File: src/rtl/fseq_pkg.sv
package fseq_pkg;

    typedef enum logic [1:0] {
        OP_IDLE = 2'd0,
        OP_MASS = 2'd1,
        OP_PAGE = 2'd2,
        OP_PROG = 2'd3
    } op_e;

    localparam logic [7:0] A_CTRL = 8'hFB;
    localparam logic [7:0] A_PAGE = 8'hFC;
    localparam logic [7:0] A_ROW  = 8'hFD;
    localparam logic [7:0] A_COL  = 8'hFE;
    localparam logic [7:0] A_DATA = 8'hFF;

    localparam int CB_MASS = 0;
    localparam int CB_PAGE = 1;
    localparam int CB_PROG = 2;
    localparam int CB_BUSY = 7;
    localparam int COL_W   = 8;

endpackage

File: src/rtl/fseq_addr.sv
module fseq_addr
    import fseq_pkg::*;
#(
    parameter int PAGE_W = 7,
    parameter int ROW_W  = 3
) (
    input  logic                           clk,
    input  logic                           rst_n,
    input  logic                           ld_page,
    input  logic                           ld_row,
    input  logic                           ld_col,
    input  logic                           step,
    input  logic [7:0]                     wdata,
    output logic                           info_en,
    output logic [PAGE_W-1:0]              page,
    output logic [ROW_W-1:0]               row,
    output logic [COL_W-1:0]               col
);
    localparam int AW = PAGE_W + ROW_W + COL_W;

    typedef struct packed {
        logic              info;
        logic [PAGE_W-1:0] page;
        logic [ROW_W-1:0]  row;
        logic [COL_W-1:0]  col;
    } ptr_t;

    ptr_t          st_d, st_q;
    logic [AW-1:0] flat;

    always_comb begin
        st_d = st_q;
        flat = {st_q.page, st_q.row, st_q.col} + AW'(1);
        if (step) begin
            {st_d.page, st_d.row, st_d.col} = flat;
        end else begin
            if (ld_page) begin
                st_d.info = wdata[7];
                st_d.page = wdata[PAGE_W-1:0];
            end
            if (ld_row) st_d.row = wdata[ROW_W-1:0];
            if (ld_col) st_d.col = wdata;
        end
    end

    always_ff @(posedge clk or negedge rst_n) begin
        if (!rst_n) st_q <= '0;
        else        st_q <= st_d;
    end

    assign info_en = st_q.info;
    assign page    = st_q.page;
    assign row     = st_q.row;
    assign col     = st_q.col;
endmodule

File: src/rtl/fseq_timer.sv
module fseq_timer
    import fseq_pkg::*;
#(
    parameter int MASS_CYC = 10_000_000,
    parameter int PAGE_CYC = 500_000,
    parameter int PROG_CYC = 100_000
) (
    input  logic       clk,
    input  logic       rst_n,
    input  logic       cmd_we,
    input  logic [2:0] cmd,
    output op_e        op
);
    localparam int MAX_EP = (MASS_CYC > PAGE_CYC) ? MASS_CYC : PAGE_CYC;
    localparam int MAXC   = (MAX_EP > PROG_CYC) ? MAX_EP : PROG_CYC;
    localparam int CW     = $clog2(MAXC + 1);

    typedef struct packed {
        op_e           op;
        logic [CW-1:0] cnt;
    } tmr_t;

    tmr_t st_d, st_q;
    logic expired;

    always_comb begin
        st_d    = st_q;
        expired = (st_q.cnt == '0);
        unique case (st_q.op)
            OP_IDLE: begin
                if (cmd_we) begin
                    if (cmd[CB_MASS]) begin
                        st_d.op  = OP_MASS;
                        st_d.cnt = CW'(MASS_CYC - 1);
                    end else if (cmd[CB_PAGE]) begin
                        st_d.op  = OP_PAGE;
                        st_d.cnt = CW'(PAGE_CYC - 1);
                    end else if (cmd[CB_PROG]) begin
                        st_d.op  = OP_PROG;
                        st_d.cnt = CW'(PROG_CYC - 1);
                    end
                end
            end
            OP_PROG: begin
                if ((cmd_we && !cmd[CB_PROG]) || expired) begin
                    st_d.op  = OP_IDLE;
                    st_d.cnt = '0;
                end else begin
                    st_d.cnt = st_q.cnt - CW'(1);
                end
            end
            default: begin
                if (expired) begin
                    st_d.op  = OP_IDLE;
                    st_d.cnt = '0;
                end else begin
                    st_d.cnt = st_q.cnt - CW'(1);
                end
            end
        endcase
    end

    always_ff @(posedge clk or negedge rst_n) begin
        if (!rst_n) st_q <= '{op: OP_IDLE, cnt: '0};
        else        st_q <= st_d;
    end

    assign op = st_q.op;
endmodule

File: src/rtl/fseq_wait.sv
module fseq_wait
    import fseq_pkg::*;
(
    input  op_e  op,
    input  logic mem_req,
    input  logic mem_wr,
    input  logic mem_flash,
    input  logic dp_req,
    input  logic dp_wr,
    output logic dp_stall,
    output logic cpu_wait
);
    logic erasing, programming, mem_stall;

    always_comb begin
        erasing     = (op == OP_MASS) || (op == OP_PAGE);
        programming = (op == OP_PROG);
        mem_stall   = mem_req && mem_flash && (erasing || (programming && !mem_wr));
        dp_stall    = dp_req && (erasing || (programming && !dp_wr));
        cpu_wait    = mem_stall || dp_stall;
    end
endmodule

File: src/rtl/flash_seq_ctrl.sv
module flash_seq_ctrl
    import fseq_pkg::*;
#(
    parameter int PAGE_W   = 7,
    parameter int ROW_W    = 3,
    parameter int MASS_CYC = 10_000_000,
    parameter int PAGE_CYC = 500_000,
    parameter int PROG_CYC = 100_000
) (
    input  logic                            clk,
    input  logic                            rst_n,
    input  logic                            io_sel,
    input  logic                            io_wr,
    input  logic [7:0]                      io_addr,
    input  logic [7:0]                      io_wdata,
    output logic [7:0]                      io_rdata,
    input  logic                            mem_req,
    input  logic                            mem_wr,
    input  logic                            mem_flash,
    output logic                            cpu_wait,
    output logic [PAGE_W+ROW_W+COL_W-1:0]   fl_addr,
    input  logic [7:0]                      fl_rdata,
    output logic [7:0]                      fl_wdata,
    output logic                            fl_wr,
    output logic                            fl_rd,
    output logic                            fl_mass_ers,
    output logic                            fl_page_ers,
    output logic                            fl_row_prog,
    output logic                            fl_info_en
);
    logic              reg_we, dp_req, dp_stall, dp_go;
    logic              info;
    logic [PAGE_W-1:0] page;
    logic [ROW_W-1:0]  row;
    logic [COL_W-1:0]  col;
    op_e               op;

    always_comb begin
        reg_we = io_sel && io_wr;
        dp_req = io_sel && (io_addr == A_DATA);
        dp_go  = dp_req && !dp_stall;
    end

    fseq_addr #(.PAGE_W(PAGE_W), .ROW_W(ROW_W)) u_addr (
        .clk     (clk),
        .rst_n   (rst_n),
        .ld_page (reg_we && (io_addr == A_PAGE)),
        .ld_row  (reg_we && (io_addr == A_ROW)),
        .ld_col  (reg_we && (io_addr == A_COL)),
        .step    (dp_go),
        .wdata   (io_wdata),
        .info_en (info),
        .page    (page),
        .row     (row),
        .col     (col)
    );

    fseq_timer #(.MASS_CYC(MASS_CYC), .PAGE_CYC(PAGE_CYC), .PROG_CYC(PROG_CYC)) u_tmr (
        .clk    (clk),
        .rst_n  (rst_n),
        .cmd_we (reg_we && (io_addr == A_CTRL)),
        .cmd    (io_wdata[2:0]),
        .op     (op)
    );

    fseq_wait u_wait (
        .op        (op),
        .mem_req   (mem_req),
        .mem_wr    (mem_wr),
        .mem_flash (mem_flash),
        .dp_req    (dp_req),
        .dp_wr     (io_wr),
        .dp_stall  (dp_stall),
        .cpu_wait  (cpu_wait)
    );

    always_comb begin
        fl_mass_ers = (op == OP_MASS);
        fl_page_ers = (op == OP_PAGE);
        fl_row_prog = (op == OP_PROG);
        fl_info_en  = info;
        fl_addr     = {page, row, col};
        fl_wdata    = io_wdata;
        fl_wr       = dp_go && io_wr;
        fl_rd       = dp_go && !io_wr;
        io_rdata    = '0;
        unique case (io_addr)
            A_CTRL: begin
                io_rdata[CB_MASS] = fl_mass_ers;
                io_rdata[CB_PAGE] = fl_page_ers;
                io_rdata[CB_PROG] = fl_row_prog;
                io_rdata[CB_BUSY] = (op != OP_IDLE);
            end
            A_PAGE: begin
                io_rdata    = 8'(page);
                io_rdata[7] = info;
            end
            A_ROW:   io_rdata = 8'(row);
            A_COL:   io_rdata = col;
            A_DATA:  io_rdata = fl_rdata;
            default: io_rdata = '0;
        endcase
    end
endmodule

File: config.mk
export PLATFORM = sky130hd
export DESIGN_NAME = flash_seq_ctrl
export DESIGN_NICKNAME = d
export VERILOG_FILES = /design/src/rtl/fseq_pkg.sv /design/src/rtl/fseq_addr.sv /design/src/rtl/fseq_timer.sv /design/src/rtl/fseq_wait.sv /design/src/rtl/flash_seq_ctrl.sv
export SDC_FILE = /design/constraint.sdc
export NUM_CORES = 1
export LEC_CHECK = 0
export ABC_CLOCK_PERIOD_IN_PS = 2650
export CORE_MARGIN = 2
export CORE_UTILIZATION = 51
export DETAILED_ROUTE_END_ITERATION = 7
export PLACE_DENSITY = 0.81
export SETUP_SLACK_MARGIN = 0.4
export SYNTH_ARGS = -nofsm -noshare
export SYNTH_HDL_FRONTEND = slang
export SYNTH_SLANG_ARGS = --single-unit
File: constraint.sdc
create_clock -name clk -period 2.65 [get_ports clk]
set_input_delay 0.265 -clock clk [delete_from_list [all_inputs] [get_ports clk]]
set_output_delay 0.265 -clock clk [all_outputs]
set_load 0.005 [all_outputs]
==> flow_metrics.py <==
metrics = {
    "status": {
        "outcome": "completed",
    },
    "cts": {
        "clock-root-buffer": "clkbuf_8",
        "clockBufferDepth": 2,
        "cts_tree": "built",
        "clock_latency_ps": 310,
        "cts_hold_buf": 0,
        "cts.sinks": 45,
        "cts_buffers": 5,
        "htreeDepth": 2,
        "clkTransAtPathRegs_ps": 100,
    },
    "sta": {
        "fin_crit_sh_pct": 87.4,
        "period_needed_ps": 2320,
        "tns_ps": 0,
        "skew_ps": 9.61,
        "fmax_ghz": 0.432,
        "final-setup-viol-count": 0,
        "finalMaxSlewViolations": 0,
        "slew-limit-headroom_pct": 30.2,
        "hold_slack_ps": 131,
        "finalHoldViolations": 0,
        "worst_pin_slew_ps": 1050,
        "grt_setup_unrepaired": "yes",
    },
    "power": {
        "totalPowerFinal_w": 0.00320,
        "power.leakage_nw": 1.92,
        "p_per_area_nw_per_um2": 726,
        "vdd_ir_drop_max_v": 0.000752,
    },
    "synthesis": {
        "synthArstFlopShare_pct": 100,
        "synth_commonest_cells": "46 x nand2_1, 45 x dfrtp_1, 33 x nor2_1",
        "syn_nets": 439,
        "ys_types": 57,
        "yosysTopAreaCellShare_pct": 35.0,
        "yosysWarningCount": 0,
        "synth_top_area_cell": "dfrtp_1",
        "netlist_instances": 402,
        "syn_avg_cell_area_um2": 8.01,
        "synth_area_leaders": "dfrtp_1 35%, nand2_1 5.4%, nand3_1 4.5%",
        "synth_most_common_cell": "nand2_1",
        "synth-seq-cells": 45,
        "seq_area_frac_synth_pct": 35.0,
        "netlist_area_um2": 3220,
        "synth_edf_count": 0,
        "synth_top_flop_cell": "dfrtp_1",
    },
    "floorplanning": {
        "start_util_pct": 53.4,
        "fp-row-count": 28,
        "die_h_um": 83.5,
        "die-area_um2": 6970,
        "die_x_um": 83.5,
        "ioPinCount": 72,
        "core-area_um2": 6030,
    },
    "setup_path": {
        "cp.depth": 8,
        "worstSetupStartpoint": "u_tmr.op[1]$_DFFE_PN0P_",
        "critPathMaxStageDelay_ps": 530,
        "cp-start-kind": "flip-flop",
        "cp_top_family": "simple AND/OR/NAND/NOR gates",
        "path_class": "flip-flop to flip-flop",
        "end_kind": "flip-flop",
        "worst_path_max_delay_cell": "or4_4",
        "r2r_start": "u_tmr.op[1]$_DFFE_PN0P_",
        "worstPathRequired_ps": 2890,
        "cp.arrival_ps": 2550,
        "reg2reg_depth": 8,
        "crit_chain": "inv_2, ha_4, nand4bb_1, o32ai_1, buf_4, or4_4, or4_1, nand3_1",
        "rr_endpoint": "u_tmr.st_q[20]$_DFFE_PN0P_",
        "path_buf_inv": 2,
        "r2r_slack_ps": 330,
        "worst-path-max-fanout": 7,
    },
    "global_routing": {
        "grt_first_pass_wirelength_um": 17300,
        "antenna_found_initial": 0,
        "first_global_vias": 3433,
        "grt-ovfl-total": 0,
        "grt_max_degree": 46,
        "track_usage_pct": 30.3,
    },
    "route": {
        "vias": 3714,
        "wire_per_inst_um": 18.7,
        "dr.first_iter.drc_count": 495,
        "routed_wl_um": 10600,
        "postRouteAntennaNets": 0,
        "post_drt_via_cell_ratio": 6.59,
        "drc_errors": 0,
        "first_pass_iters": 5,
    },
    "finish": {
        "diodes": 0,
        "fillers": 443,
        "drive_gt1_share_pct": 16.6,
        "area_delta_synth_final_pct": 37.1,
        "final_net_count": 525,
        "design_area_um2": 4420,
    },
    "place": {
        "place.gp.congestion": 0.938,
        "port-buffer-count": 71,
        "place_hpwl_um": 7150,
        "place_area_um2": 4060,
    },
    "hold_path": {
        "hp-class": "input pin to async pin",
    },
    "job": {
        "cap_viol_max_count": 0,
    },
}
-- report_power, final --
group / internal [W] / switching, W
clock network: 0.000188 / 0.000271
logic: 0.000710 / 0.000953
registers: 0.000867 / 0.000215
total: 0.00177 / 0.00144
-- worst register-to-register path, delay by kind of cell (launching register included) --
kind	cells	cell delay [ps]
simple gates	4	1180
flops	1	410
fa+ha+maj	1	320
buf+inv	2	230
compound gates	1	100
-- flip-flops by register name, summed over array words and instances, names as in the netlist --
register,cells
u_tmr.op,2
u_addr.col,8
u_addr.row,3
u_addr.info_en,1
u_addr.page,7
u_tmr.st_q,24
-- layer usage --
layer | GRT usage (%) | share of wire, % | wire length, µm
met1 | 44.3 | 44 | 4620
met2 | 47.4 | 46 | 4900
met3 | 3.76 | 7.7 | 816
met4 | 8.94 | 2.2 | 235
met5 | 0 | 0 | 0
-- repair_timing --
| action | 4_1_cts | 5_1_grt |
|---|---|---|
| pin swaps | 7 | 6 |
| gates resized for setup | 29 | 21 |
| endpoints found under the setup margin | 32 | 32 |
| buffers inserted | 10 | 2 |
-- cell usage in the layout, fill, tap and decap left out, types with 6 or more instances in the layout --
master,n
nor3_1,16
inv_1,12
dlygate4sd2_1,6
dlymetal6s2s_1,8
dfrtp_1,44
a21oi_1,22
and3_1,6
nand4_1,14
nor2_1,29
nand3_1,27
or3_1,6
o211ai_1,13
nand2_1,44
buf_4,34
mux2i_1,8
o21ai_0,28
clkdlybuf4s50_1,55
-- metrics by stage --
step	worst slack, ps	std cells	utilization (%)
CTS	347	562	71.7
finish	335	564	73.3
detailed placement	116	544	67.4
global route	261	564	73.3
global placement	122	544	67.4
floorplan	537	402	-
-- worst max-delay path by stage --
stage / endpoint / slack (ps)
floorplan: u_tmr.st_q[14]$_DFFE_PN0P_ / 540
global placement: u_tmr.st_q[20]$_DFFE_PN0P_ / 120
detailed placement: u_tmr.st_q[20]$_DFFE_PN0P_ / 120
CTS: io_rdata[1] / 350
global route: u_tmr.st_q[20]$_DFFE_PN0P_ / 260
finish: u_tmr.st_q[20]$_DFFE_PN0P_ / 330
-- logic make-up (layout without fill, tap and decap cells) --
family | after synthesis | count (layout) | synth area share, %
compound gates | 112 | 112 | 22.8
xor+xnor | 2 | 2 | 0.544
fa+ha+maj | 6 | 6 | 2.33
buf+inv | 43 | 130 | 6.33
flops | 45 | 45 | 35.0
mux | 11 | 11 | 3.54
simple gates | 183 | 183 | 29.4
-- final cells by class --
class	count	area (µm²)	area share (%)
multi-input cells	314	2030	45.9
well taps	75	93.8	2.13
clock buffers	5	68.8	1.56
repair buffers	108	1020	23.2
clock inverters	3	21.3	0.482
inverters	14	52.6	1.19
flip-flops and latches	45	1130	25.5
(Power assumes the default switching activity.)
